==> src/rtl/cmp_timer8_pkg.sv <==
package cmp_timer8_pkg;
  localparam int ADDR_W = 2;
  localparam int REG_W  = 8;

  localparam logic [ADDR_W-1:0] A_CTRL = 2'd0;
  localparam logic [ADDR_W-1:0] A_CMP  = 2'd1;
  localparam logic [ADDR_W-1:0] A_CAP  = 2'd2;

  localparam logic [2:0] SEL_EXT = 3'b111;

  typedef struct packed {
    logic [1:0] spare;
    logic       capmode;
    logic       autocap;
    logic       run;
    logic [2:0] sel;
  } ctrl_t;
endpackage

==> src/rtl/cmp_timer8_presc.sv <==
module cmp_timer8_presc #(
  parameter int PRE_W    = 13,
  parameter int NUM_TAPS = 7
) (
  input  logic       clk,
  input  logic       rst,
  input  logic       ce,
  input  logic [2:0] sel,
  output logic       tick
);
  localparam int SEL_N = 8;

  logic [PRE_W-1:0]    pre_q;
  logic [NUM_TAPS-1:0] taps;
  logic [SEL_N-1:0]    tapv;

  always_ff @(posedge clk) begin
    if (rst)     pre_q <= '0;
    else if (ce) pre_q <= pre_q + 1'b1;
  end

  // tap k fires once every 2^(PRE_W-k) enabled cycles
  for (genvar k = 0; k < NUM_TAPS; k++) begin : g_tap
    assign taps[k] = ce && (&pre_q[PRE_W-1-k:0]);
  end

  assign tapv = {{(SEL_N-NUM_TAPS){1'b0}}, taps};

  always_ff @(posedge clk) begin
    if (rst) tick <= 1'b0;
    else     tick <= tapv[sel];
  end

  // slower taps are nested inside the fastest one
  p_tap_nest_r3: assert property (@(posedge clk) disable iff (rst)
    taps[0] |-> taps[NUM_TAPS-1]);
endmodule

==> src/rtl/cmp_timer8_edge.sv <==
module cmp_timer8_edge #(
  parameter int SYNC_N = 2
) (
  input  logic clk,
  input  logic rst,
  input  logic ext_in,
  output logic rise
);
  logic [SYNC_N:0] sh_q;

  always_ff @(posedge clk) begin
    if (rst) begin
      sh_q <= '0;
      rise <= 1'b0;
    end else begin
      sh_q <= {sh_q[SYNC_N-1:0], ext_in};
      rise <= sh_q[SYNC_N-1] & ~sh_q[SYNC_N];
    end
  end

  // an edge strobe never lasts two cycles
  p_rise_gap_r5: assert property (@(posedge clk) disable iff (rst)
    rise |=> !rise);
endmodule

==> src/rtl/cmp_timer8_core.sv <==
module cmp_timer8_core #(
  parameter int CNT_W = 8
) (
  input  logic             clk,
  input  logic             rst,
  input  logic             run,
  input  logic             capmode,
  input  logic             autocap,
  input  logic             sel_ext,
  input  logic [CNT_W-1:0] cmp,
  input  logic             tap_tick,
  input  logic             ext_rise,
  output logic [CNT_W-1:0] cap,
  output logic             irq
);
  logic [CNT_W-1:0] count_q;
  logic [CNT_W-1:0] nxt;
  logic             tick;

  assign tick = sel_ext ? ext_rise : tap_tick;
  assign nxt  = count_q + 1'b1;

  always_ff @(posedge clk) begin
    if (rst) begin
      count_q <= '0;
      cap     <= '0;
      irq     <= 1'b0;
    end else begin
      irq <= 1'b0;
      if (!run) begin
        count_q <= '0;
      end else begin
        if (tick) begin
          if (!capmode && nxt == cmp) begin
            count_q <= '0;
            irq     <= 1'b1;
          end else begin
            count_q <= nxt;
          end
        end
        if (capmode && ext_rise) begin
          cap <= count_q;
          irq <= 1'b1;
        end
      end
      if (!capmode && autocap) cap <= count_q;
    end
  end

  // interrupt is a single-cycle pulse
  p_irq_one_r8: assert property (@(posedge clk) disable iff (rst)
    irq |=> !irq);

  // a compare interrupt leaves the counter at zero
  p_clear_on_match_r3: assert property (@(posedge clk) disable iff (rst)
    (irq && !$past(capmode)) |-> (count_q == '0));

  // stopped counter is zero and silent
  p_stop_r2: assert property (@(posedge clk) disable iff (rst)
    !run |=> (count_q == '0 && !irq));

  // capture register only moves on an edge in capture mode
  p_cap_hold_r6: assert property (@(posedge clk) disable iff (rst)
    (capmode && !ext_rise) |=> $stable(cap));
endmodule

==> src/rtl/cmp_timer8.sv <==
module cmp_timer8
  import cmp_timer8_pkg::*;
#(
  parameter int PRE_W    = 13,
  parameter int NUM_TAPS = 7,
  parameter int SYNC_N   = 2
) (
  input  logic              clk,
  input  logic              rst,
  input  logic              ce,
  input  logic              wr_en,
  input  logic [ADDR_W-1:0] wr_addr,
  input  logic [REG_W-1:0]  wr_data,
  input  logic [ADDR_W-1:0] rd_addr,
  output logic [REG_W-1:0]  rd_data,
  input  logic              ext_in,
  output logic              irq
);
  ctrl_t            ctrl_q;
  logic [REG_W-1:0] cmp_q;
  logic [REG_W-1:0] cap;
  logic             tap_tick;
  logic             ext_rise;

  always_ff @(posedge clk) begin
    if (rst) begin
      ctrl_q <= '0;
      cmp_q  <= '0;
    end else if (wr_en) begin
      if (wr_addr == A_CTRL) ctrl_q <= ctrl_t'(wr_data);
      if (wr_addr == A_CMP)  cmp_q  <= wr_data;
    end
  end

  always_ff @(posedge clk) begin
    if (rst) begin
      rd_data <= '0;
    end else begin
      case (rd_addr)
        A_CTRL:  rd_data <= ctrl_q;
        A_CMP:   rd_data <= cmp_q;
        A_CAP:   rd_data <= cap;
        default: rd_data <= '0;
      endcase
    end
  end

  cmp_timer8_presc #(.PRE_W(PRE_W), .NUM_TAPS(NUM_TAPS)) u_presc (
    .clk  (clk),
    .rst  (rst),
    .ce   (ce),
    .sel  (ctrl_q.sel),
    .tick (tap_tick)
  );

  cmp_timer8_edge #(.SYNC_N(SYNC_N)) u_edge (
    .clk    (clk),
    .rst    (rst),
    .ext_in (ext_in),
    .rise   (ext_rise)
  );

  cmp_timer8_core #(.CNT_W(REG_W)) u_core (
    .clk      (clk),
    .rst      (rst),
    .run      (ctrl_q.run),
    .capmode  (ctrl_q.capmode),
    .autocap  (ctrl_q.autocap),
    .sel_ext  (ctrl_q.sel == SEL_EXT),
    .cmp      (cmp_q),
    .tap_tick (tap_tick),
    .ext_rise (ext_rise),
    .cap      (cap),
    .irq      (irq)
  );

  // read data follows the addressed compare register one cycle later
  p_rd_cmp_r9: assert property (@(posedge clk) disable iff (rst)
    ($past(rd_addr) == A_CMP && $past(!rst)) |-> (rd_data == $past(cmp_q)));
endmodule

==> config.mk <==
export PLATFORM = sky130hd
export DESIGN_NAME = cmp_timer8
export DESIGN_NICKNAME = d
export VERILOG_FILES = /design/src/rtl/cmp_timer8_pkg.sv /design/src/rtl/cmp_timer8_presc.sv /design/src/rtl/cmp_timer8_edge.sv /design/src/rtl/cmp_timer8_core.sv /design/src/rtl/cmp_timer8.sv
export SDC_FILE = /design/constraint.sdc
export NUM_CORES = 1
export LEC_CHECK = 0
export ABC_AREA = 0
export CORE_UTILIZATION = 45
export CTS_CLUSTER_SIZE = 16
export DETAILED_ROUTE_END_ITERATION = 6
export DONT_BUFFER_PORTS = 1
export SYNTH_ARGS = -nofsm -noshare
export SYNTH_HDL_FRONTEND = slang
export SYNTH_SLANG_ARGS = --single-unit
==> constraint.sdc <==
create_clock -name clk -period 2 [get_ports clk]
set_input_delay 0.1 -clock clk [delete_from_list [all_inputs] [get_ports clk]]
set_output_delay 0.1 -clock clk [all_outputs]
set_load 0.02 [all_outputs]
==> flow_summary.ini, run 1 <==
[placement]
pre_cts_ws_ns = 0.143
dp_hpwl_mm = 3.64
gp_congestion = 0.863
port_buffers = 0

[finish]
nets = 325
area_delta_synth_final_pct = 15.7
antennaDiodeCount = 0
drive_gt1_share_pct = 10.3
num-fill-cells = 514

[worst_setup_path]
start_kind = register
crit_top_cell = xnor2_1
worstPathRequired_ns = 2.21
cp_top_family = simple AND/OR/NAND/NOR gates
slowest_delay_ns = 0.38
cp-end-kind = register
worst_ep_arrival_time_ns = 2.08
critPathBufInv = 1
cp_max_fo = 5
crit_chain = ha_1 > xnor2_1 > xnor2_1 > or3_4 > nor4_4 > buf_4 > nor3_1
slowest_stage = or3_4
path_class = register to register

[logic_synthesis]
yosys.area.top_type = dfxtp_1
synthTopCellsByCount = 59 x dfxtp_1, 58 x nor2_1, 33 x mux2i_1
ys_dominant_reg_cell = dfxtp_1
yosysSeqAreaShare_pct = 45.3
synth_edf_count = 0
synth_top_area_share_pct = 45.3
synth_warnings = 0
avgSynthCellArea_sq_um = 9.13
syn-cell-area_sq_um = 2610
async_reset_ff_share_pct = 0
ys_seq_elements = 59
yosysMostFrequentCell = dfxtp_1
synthesis.nets = 306
ys_types = 38
syn_inst = 286
yosys-top-cells-area = dfxtp_1 45%, mux2i_1 13%, nor2_1 8.3%

[cts]
cts-htree-levels = 3
cts_tree = built
clock_latency_ns = 0.34
cts.clk_slew.worst_paths_ns = 0.06
root_buffer = clkbuf_8
cts_setup_buffers = 0
cts_sinks = 59
clockBufferDepth = 2
numCtsBuffers = 9

[die]
die_x_microns = 78.2
core_region_area_sq_um = 5540
die_area_sq_um = 6110
die_h_microns = 78.2
core.rowCount = 27
initial_utilization_pct = 47.1
io-pin-count = 26

[grt]
grt_use_total_pct = 19.6
grt_remaining_overflow = 0
grt_pass1_vias = 1841
grt_pass1_wl_mm = 8.98
antenna_found_initial = 0
grt_start_max_net_pins = 51

[sta]
post-route-min-period_ns = 1.87
worst_pin_slew_ns = 0.676
rsz0062_at_grt = false
finalCritPeriodShare_pct = 93.3
fin_ws_ns = 0.133
final_hold_viol_count = 0
fin_setup_tns_ns = 0
max_clock_freq_ghz = 0.536
relSlewSlack_pct = 55.0
setup_violations = 0
slew_violations = 0
finClkSkew_ns = 0.00561

[detailed_routing]
wl_mm = 5.33
drtIter0Drc = 106
avgRoutedWirePerCell_microns = 14.0
drc = 0
detail-route-antenna-nets = 0
via_per_inst = 5.24
vias = 2000
drtPass1Iterations = 4

[power]
irDropWorstVdd_uv = 457
p_per_area_nw_per_um2 = 757
leakagePower_nw = 1.24

[status]
status = complete, no violations

[run]
maxCapViolCount = 0

[min_path]
min_path_type = input pin to register
flip-flops by register name (all words and copies together), names as in the netlist:
signal and count:
u_core.cap 8, rd_data 8, u_presc.pre_q 13, ctrl_q 8, cmp_q 8, u_core.irq 1, u_edge.sh_q 3, u_core.count_q 8
u_edge.rise 1, u_presc.tick 1
worst paths after layout:
path	from	to	slack, ns	cells after the start
setup / recovery	u_core.count_q[0]	u_core.count_q[0]	0.13	7
hold / removal	rd_addr[1]	rd_data[6]	0.004	3
setup reg to reg	u_core.count_q[0]	u_core.count_q[0]	0.13	7
hold reg to reg	u_edge.sh_q[2]	u_edge.rise	0.38	1
cells by family (layout without fill, tap and decap cells):
| family | count (synthesis) | count (layout) | synth area share [%] |
|---|---|---|---|
| adders and majority gates | 3 | 3 | 1.44 |
| DFF | 59 | 59 | 45.3 |
| AOI/OAI and AO/OA | 28 | 28 | 6.42 |
| muxes | 34 | 34 | 13.2 |
| and+or+nand+nor | 116 | 116 | 21.6 |
| xor gates and xnor gates | 27 | 27 | 9.06 |
| buffers and inverters | 19 | 43 | 3.07 |
repair_timing:
action	4_1_cts	5_1_grt
gates resized for setup	0	0
hold buffers	12	0
endpoints found under the hold margin	50	0
cell usage in the layout, fill, tap and decap left out, types with 2 or more instances in the layout:
master	instances
inv_1	4
nand4_1	4
ha_1	3
nor2_1	58
buf_4	11
a21oi_1	15
and3_1	3
and2_1	2
nor3b_1	2
nor2b_1	6
xor2_1	11
nor4_1	2
o21ai_0	6
clkbuf_8	11
nand3_1	9
xnor2_1	16
clkinv_2	2
mux2i_1	33
nor3_1	11
dlygate4sd3_1	11
dfxtp_1	59
or3_1	2
clkbuf_1	3
nand2_1	9
nand3b_1	2
area by class of cell:
| cell class | instances | area, sq um | area share [%] |
|---|---|---|---|
| Tap cell | 72 | 90.1 | 2.98 |
| Inverter | 4 | 15.0 | 0.497 |
| Sequential cell | 59 | 1180 | 39.1 |
| Clock inverter | 2 | 10.0 | 0.331 |
| Clock buffer | 14 | 163 | 5.39 |
| Timing Repair Buffer | 23 | 213 | 7.04 |
| Multi-Input combinational cell | 208 | 1350 | 44.7 |
through the flow:
| step | power (mW) | instances | cell area [sq um] | hold WS (ns) | utilization, % |
|---|---|---|---|---|---|
| after floorplan | 1.32 | 286 | 2610 | 0.179 | - |
| after CTS | 2.32 | 382 | 3020 | 0.00120 | 54.5 |
| final | 2.29 | 382 | 3020 | 0.00396 | 54.5 |
| after global placement | 1.32 | 354 | 2720 | 0.175 | 49.1 |
| after global routing | 2.39 | 382 | 3020 | 0.0135 | 54.5 |
| after detailed placement | 1.32 | 354 | 2720 | 0.176 | 49.1 |
routing by layer:
layer | global-route usage [%] | routed length [microns] | up-vias
met5 | 0 | 0 | -
met3 | 6.86 | 271 | 13
met2 | 26.8 | 2190 | 43
met1 | 27.1 | 2760 | 934
met4 | 9.26 | 109 | 0
li1 | - | - | 1010
tightest hold or removal path: stages:
cell	delay [ns]
nor2_1	0.02
a21oi_1	0.12
nor2_1	0.05
where the power goes:
group          switching, mW  total, mW  internal, mW
Clock                  0.435      0.949         0.514
Sequential            0.0187       1.21          1.20
Combinational         0.0616      0.121        0.0595
No activity file was read; power rests on OpenSTA's default activity.
==> inputs of run 2 (changes only) <==
--- a/config.mk
+++ b/config.mk
@@ -6,7 +6,7 @@
 export NUM_CORES = 1
 export LEC_CHECK = 0
 export ABC_AREA = 0
-export CORE_UTILIZATION = 45
+export CORE_UTILIZATION = 25
 export CTS_CLUSTER_SIZE = 16
 export DETAILED_ROUTE_END_ITERATION = 6
 export DONT_BUFFER_PORTS = 1
==> constraint.sdc (replaced) <==
create_clock -name clk -period 2 [get_ports clk]
set_input_delay 0.5 -clock clk [delete_from_list [all_inputs] [get_ports clk]]
set_output_delay 0.5 -clock clk [all_outputs]
set_load 0.02 [all_outputs]
==> run 2 against run 1 <==
Effect of this change: utilization fell by 24 points; highest routed layer unchanged; total power rose by 1.4%; critical path depth fell by 1; fmax fell by 0.30%; first-iteration DRC count fell by 63%; non-clock buffer count fell by 12; worst hold slack improved by 0.23 ns; critical path type unchanged; largest cell class unchanged; setup slack got worse by 0.0056 ns.
==> flow_summary.ini, run 2 (synthesis results as in run 1) <==
[cts]
clockBufferDepth = 2
root_buffer = clkbuf_8
cts.clk_slew.worst_paths_ns = 0.07
numCtsBuffers = 9
cts-htree-levels = 3
cts_setup_buffers = 0
cts_tree = built
clock_latency_ns = 0.33
cts_sinks = 59

[grt]
grt_use_total_pct = 10.7
grt_pass1_wl_mm = 9.03
antenna_found_initial = 0
grt_remaining_overflow = 0
grt_pass1_vias = 1836
grt_start_max_net_pins = 52

[status]
status = complete, no violations

[die]
die_x_microns = 104
core_region_area_sq_um = 9950
die_area_sq_um = 10900
io-pin-count = 26
die_h_microns = 104
core.rowCount = 36
initial_utilization_pct = 26.2

[power]
leakagePower_nw = 1.20
p_per_area_nw_per_um2 = 774
irDropWorstVdd_uv = 434

[worst_setup_path]
worstPathRequired_ns = 2.20
critPathBufInv = 1
crit_chain = and3_2 > a41oi_1 > o221ai_1 > nor4_4 > buf_4 > nor3_1
worst_ep_arrival_time_ns = 2.07
r2r_setup_slack_ns = 0.13
path_class = register to register
slowest_delay_ns = 0.40
cp_max_fo = 7
slowest_stage = dfxtp_1
cp-end-kind = register
cp_top_family = simple AND/OR/NAND/NOR gates
start_kind = register

[finish]
nets = 313
antennaDiodeCount = 0
area_delta_synth_final_pct = 14.8
final_area_sq_um = 3000
final_cells = 431
utilization_pct = 30.1
final_common_cell = dfxtp_1
drive_gt1_share_pct = 11.4
layout_common_cells = 59 x dfxtp_1, 58 x nor2_1, 33 x mux2i_1
top_register = u_presc.pre_q
largest_reg_flops = 13

[min_path]
min_path_type = input pin to register

[sta]
relSlewSlack_pct = 56.4
post-route-min-period_ns = 1.87
finClkSkew_ns = 0.00684
holdWs_ns = 0.232
max_clock_freq_ghz = 0.534
rsz0062_at_grt = false
slew_violations = 0
fin_setup_tns_ns = 0
finalCritPeriodShare_pct = 93.6
final_hold_viol_count = 0
worst_pin_slew_ns = 0.654
setup_violations = 0

[detailed_routing]
drtIter0Drc = 39
detail-route-antenna-nets = 0
vias = 1953
drc = 0
wl_mm = 5.57
drtPass1Iterations = 4
via_per_inst = 4.53
avgRoutedWirePerCell_microns = 12.9

[placement]
gp_congestion = 0.838
placed_cells = 415
place_area_sq_um = 2800
port_buffers = 0
dp_hpwl_mm = 4.03

[run]
maxCapViolCount = 0
run 2: power breakdown:
| group | internal (mW) | switching, mW | total, mW |
|---|---|---|---|
| Clock | 0.585 | 0.436 | 1.02 |
| Combinational | 0.0432 | 0.0404 | 0.0836 |
| Sequential | 1.20 | 0.0176 | 1.21 |
run 2: metrics by stage:
stage / setup slack [ns] / power, mW
after floorplan: 0.117 / 1.32
after global placement: 0.160 / 1.32
after detailed placement: 0.0969 / 1.32
after CTS: 0.0823 / 2.35
after global routing: 0.0275 / 2.41
final: 0.128 / 2.32
run 2: per-layer routing:
metal	track usage [%]	routed length, microns	vias to the layer above	share of wire (%)
li1	-	-	981	-
met1	13.6	2670	925	48
met4	3.37	48	0	0.86
met2	16.1	2460	42	44
met5	0	0	-	0
met3	4.70	395	5	7.1
run 2: final cells by class:
| type | instances | area, sq um |
|---|---|---|
| Fill cell | 1031 | 6960 |
| Tap cell | 133 | 166 |
| Timing Repair Buffer | 11 | 82.6 |
| Clock buffer | 15 | 186 |
| Inverter | 4 | 15.0 |
| Multi-Input combinational cell | 208 | 1360 |
| Clock inverter | 1 | 5.00 |
| Sequential cell | 59 | 1180 |
run 2: what timing repair did:
action | 4_1_cts | 5_1_grt
setup endpoints to repair | 0 | 1
gates resized for setup | 0 | 1
hold buffers | 0 | 0
run 2: final timing paths:
| path | start | endpoint | cells past startpoint |
|---|---|---|---|
| min reg2reg | u_edge.sh_q[2] | u_edge.rise | 1 |
| max | u_core.count_q[4] | u_core.count_q[2] | 6 |
| max reg2reg | u_core.count_q[4] | u_core.count_q[2] | 6 |
| min | rst | u_presc.pre_q[7] | 1 |
==> inputs of run 3 (changes only) <==
--- a/config.mk
+++ b/config.mk
@@ -10,6 +10,7 @@
 export CTS_CLUSTER_SIZE = 16
 export DETAILED_ROUTE_END_ITERATION = 6
 export DONT_BUFFER_PORTS = 1
+export PLACE_DENSITY = 0.49
 export SYNTH_ARGS = -nofsm -noshare
 export SYNTH_HDL_FRONTEND = slang
 export SYNTH_SLANG_ARGS = --single-unit
==> run 3 against run 2 <==
Effect of this change: die area is the same; fmax grew 1.6%; largest cell class unchanged; critical endpoint is now u_core.count_q[6]; worst hold slack lost 0.0068 ns; total power decreased by 0.49%; cell count decreased by 0.23%; sequential share of layout area increased by 0.20 points; clock skew decreased by 0.00067 ns; clock-buffer cell count down 6; via count about the same.
==> flow_summary.ini, run 3 (synthesis results as in run 1) <==
[cts]
cts_setup_buffers = 0
cts.clk_slew.worst_paths_ns = 0.07
cts_tree = built
cts_sinks = 59
ctsResizeCount = 0
clock_latency_ns = 0.33
hold_buffers = 0
numCtsBuffers = 9
clockBufferDepth = 2
root_buffer = clkbuf_8
cts-htree-levels = 3

[power]
leakagePower_nw = 1.19
swShare_pct = 22.1
internal_power_mw = 1.80
pwr-share-seq_pct = 52.6
pwr-share-comb_pct = 3.6
irDropWorstVdd_uv = 391
p_per_area_nw_per_um2 = 774
clock_power_share_pct = 43.8
p_sw_mw = 0.510

[placement]
gp_congestion = 0.901
dp_hpwl_mm = 4.19
port_buffers = 0
placed_cells = 415
pre_cts_ws_ns = 0.161

[detailed_routing]
via_per_inst = 4.54
drtPass1Iterations = 4
drtIter0Drc = 35
wl_mm = 5.89
detail-route-antenna-nets = 0
drc = 0
avgRoutedWirePerCell_microns = 13.7
vias = 1954

[sta]
fin_ws_ns = 0.157
finClkSkew_ns = 0.00617
worst_pin_slew_ns = 0.637
final_hold_viol_count = 0
fin_setup_tns_ns = 0
rsz0062_at_grt = false
setup_violations = 0
post-route-min-period_ns = 1.84
finalCritPeriodShare_pct = 92.1
relSlewSlack_pct = 57.6
max_clock_freq_ghz = 0.543
slew_violations = 0

[min_path]
holdPathStages = 1
holdCritStartpoint = rst
holdPathEnd = u_presc.pre_q[7]
min_path_type = input pin to register

[worst_setup_path]
r2r_cells = 7
cp-end-kind = register
worst_ep_arrival_time_ns = 2.04
start_kind = register
r2r-end = u_core.count_q[6]
rr_startpoint = u_core.count_q[0]
worstPathRequired_ns = 2.20
r2r_setup_slack_ns = 0.16
path_class = register to register
cp_max_fo = 4

[grt]
antenna_found_initial = 0
grt_pass1_vias = 1833
grt_start_max_net_pins = 52
grt_pass1_wl_mm = 9.64
grt_use_total_pct = 11.5
grt_remaining_overflow = 0

[finish]
area_delta_synth_final_pct = 14.2
top_register = u_presc.pre_q
nets = 313
final_cells = 430
final_common_cell = dfxtp_1
largest_reg_flops = 13
num-fill-cells = 1054
drive_gt1_share_pct = 11.4
layout_common_cells = 59 x dfxtp_1, 58 x nor2_1, 33 x mux2i_1
antennaDiodeCount = 0

[die]
io-pin-count = 26
initial_utilization_pct = 26.2
die_area_sq_um = 10900
die_h_microns = 104
core_region_area_sq_um = 9950
die_x_microns = 104
core.rowCount = 36

[status]
status = complete, no violations

[run]
maxCapViolCount = 0
[run 3: power by group through the flow]
| stage | clock [mW] | combinational (mW) | sequential, mW |
|---|---|---|---|
| 4_1_cts | 1.06 | 0.0847 | 1.21 |
| 2_1_floorplan | 0 | 0.0872 | 1.24 |
| 5_1_grt | 1.11 | 0.0922 | 1.22 |
| 6_report | 1.01 | 0.0826 | 1.21 |
| 3_3_place_gp | 0 | 0.0836 | 1.24 |
| 3_5_place_dp | 0 | 0.0843 | 1.24 |
[run 3: worst max-delay path: stages (launching register included)]
cell and delay, ns:
dfxtp_1 0.31, ha_1 0.24, xnor2_1 0.15, xnor2_1 0.13
or3_4 0.37, nor4_4 0.29, buf_4 0.18, nor3_1 0.05
[run 3: routing by layer]
| metal | track usage (%) | wire, microns | vias up |
|---|---|---|---|
| met5 | 0 | 0 | - |
| met4 | 4.29 | 56 | 0 |
| met3 | 4.57 | 326 | 7 |
| met2 | 17.7 | 2670 | 42 |
| met1 | 14.5 | 2830 | 922 |
| li1 | - | - | 983 |
[run 3: how the worst max path moves through the flow]
stage                                    to               from  slack [ns]  depth (start not counted)
after detailed placement  u_core.count_q[4]  u_core.count_q[0]        0.16                          7
after global placement    u_core.count_q[7]  u_core.count_q[0]        0.16                          7
after global routing      u_core.count_q[3]  u_core.count_q[0]        0.07                          7
after CTS                 u_core.count_q[2]  u_core.count_q[0]        0.15                          7
after floorplan           u_core.count_q[0]  u_core.count_q[0]        0.12                          6
final                     u_core.count_q[6]  u_core.count_q[0]        0.16                          7
[run 3: area by class of cell]
type | instances | area [sq um] | share of cell area, %
clock buffer | 9 | 124 | 4.16
clock inverter | 6 | 57.6 | 1.93
inverter | 4 | 15.0 | 0.504
multi-input combinational | 208 | 1350 | 45.4
sequential | 59 | 1180 | 39.6
tap | 133 | 166 | 5.58
timing repair buffer | 11 | 82.6 | 2.77
[run 3: per-stage QoR]
step                cell area (sq um)  total power, mW  util, %  hold WS, ns
global placement                 2800             1.32     28.1        0.372
CTS                              2980             2.36     29.9        0.208
global route                     2980             2.42     29.9        0.201
floorplan                        2610             1.32        -        0.367
finish                           2980             2.31     29.9        0.225
detailed placement               2800             1.33     28.1        0.374
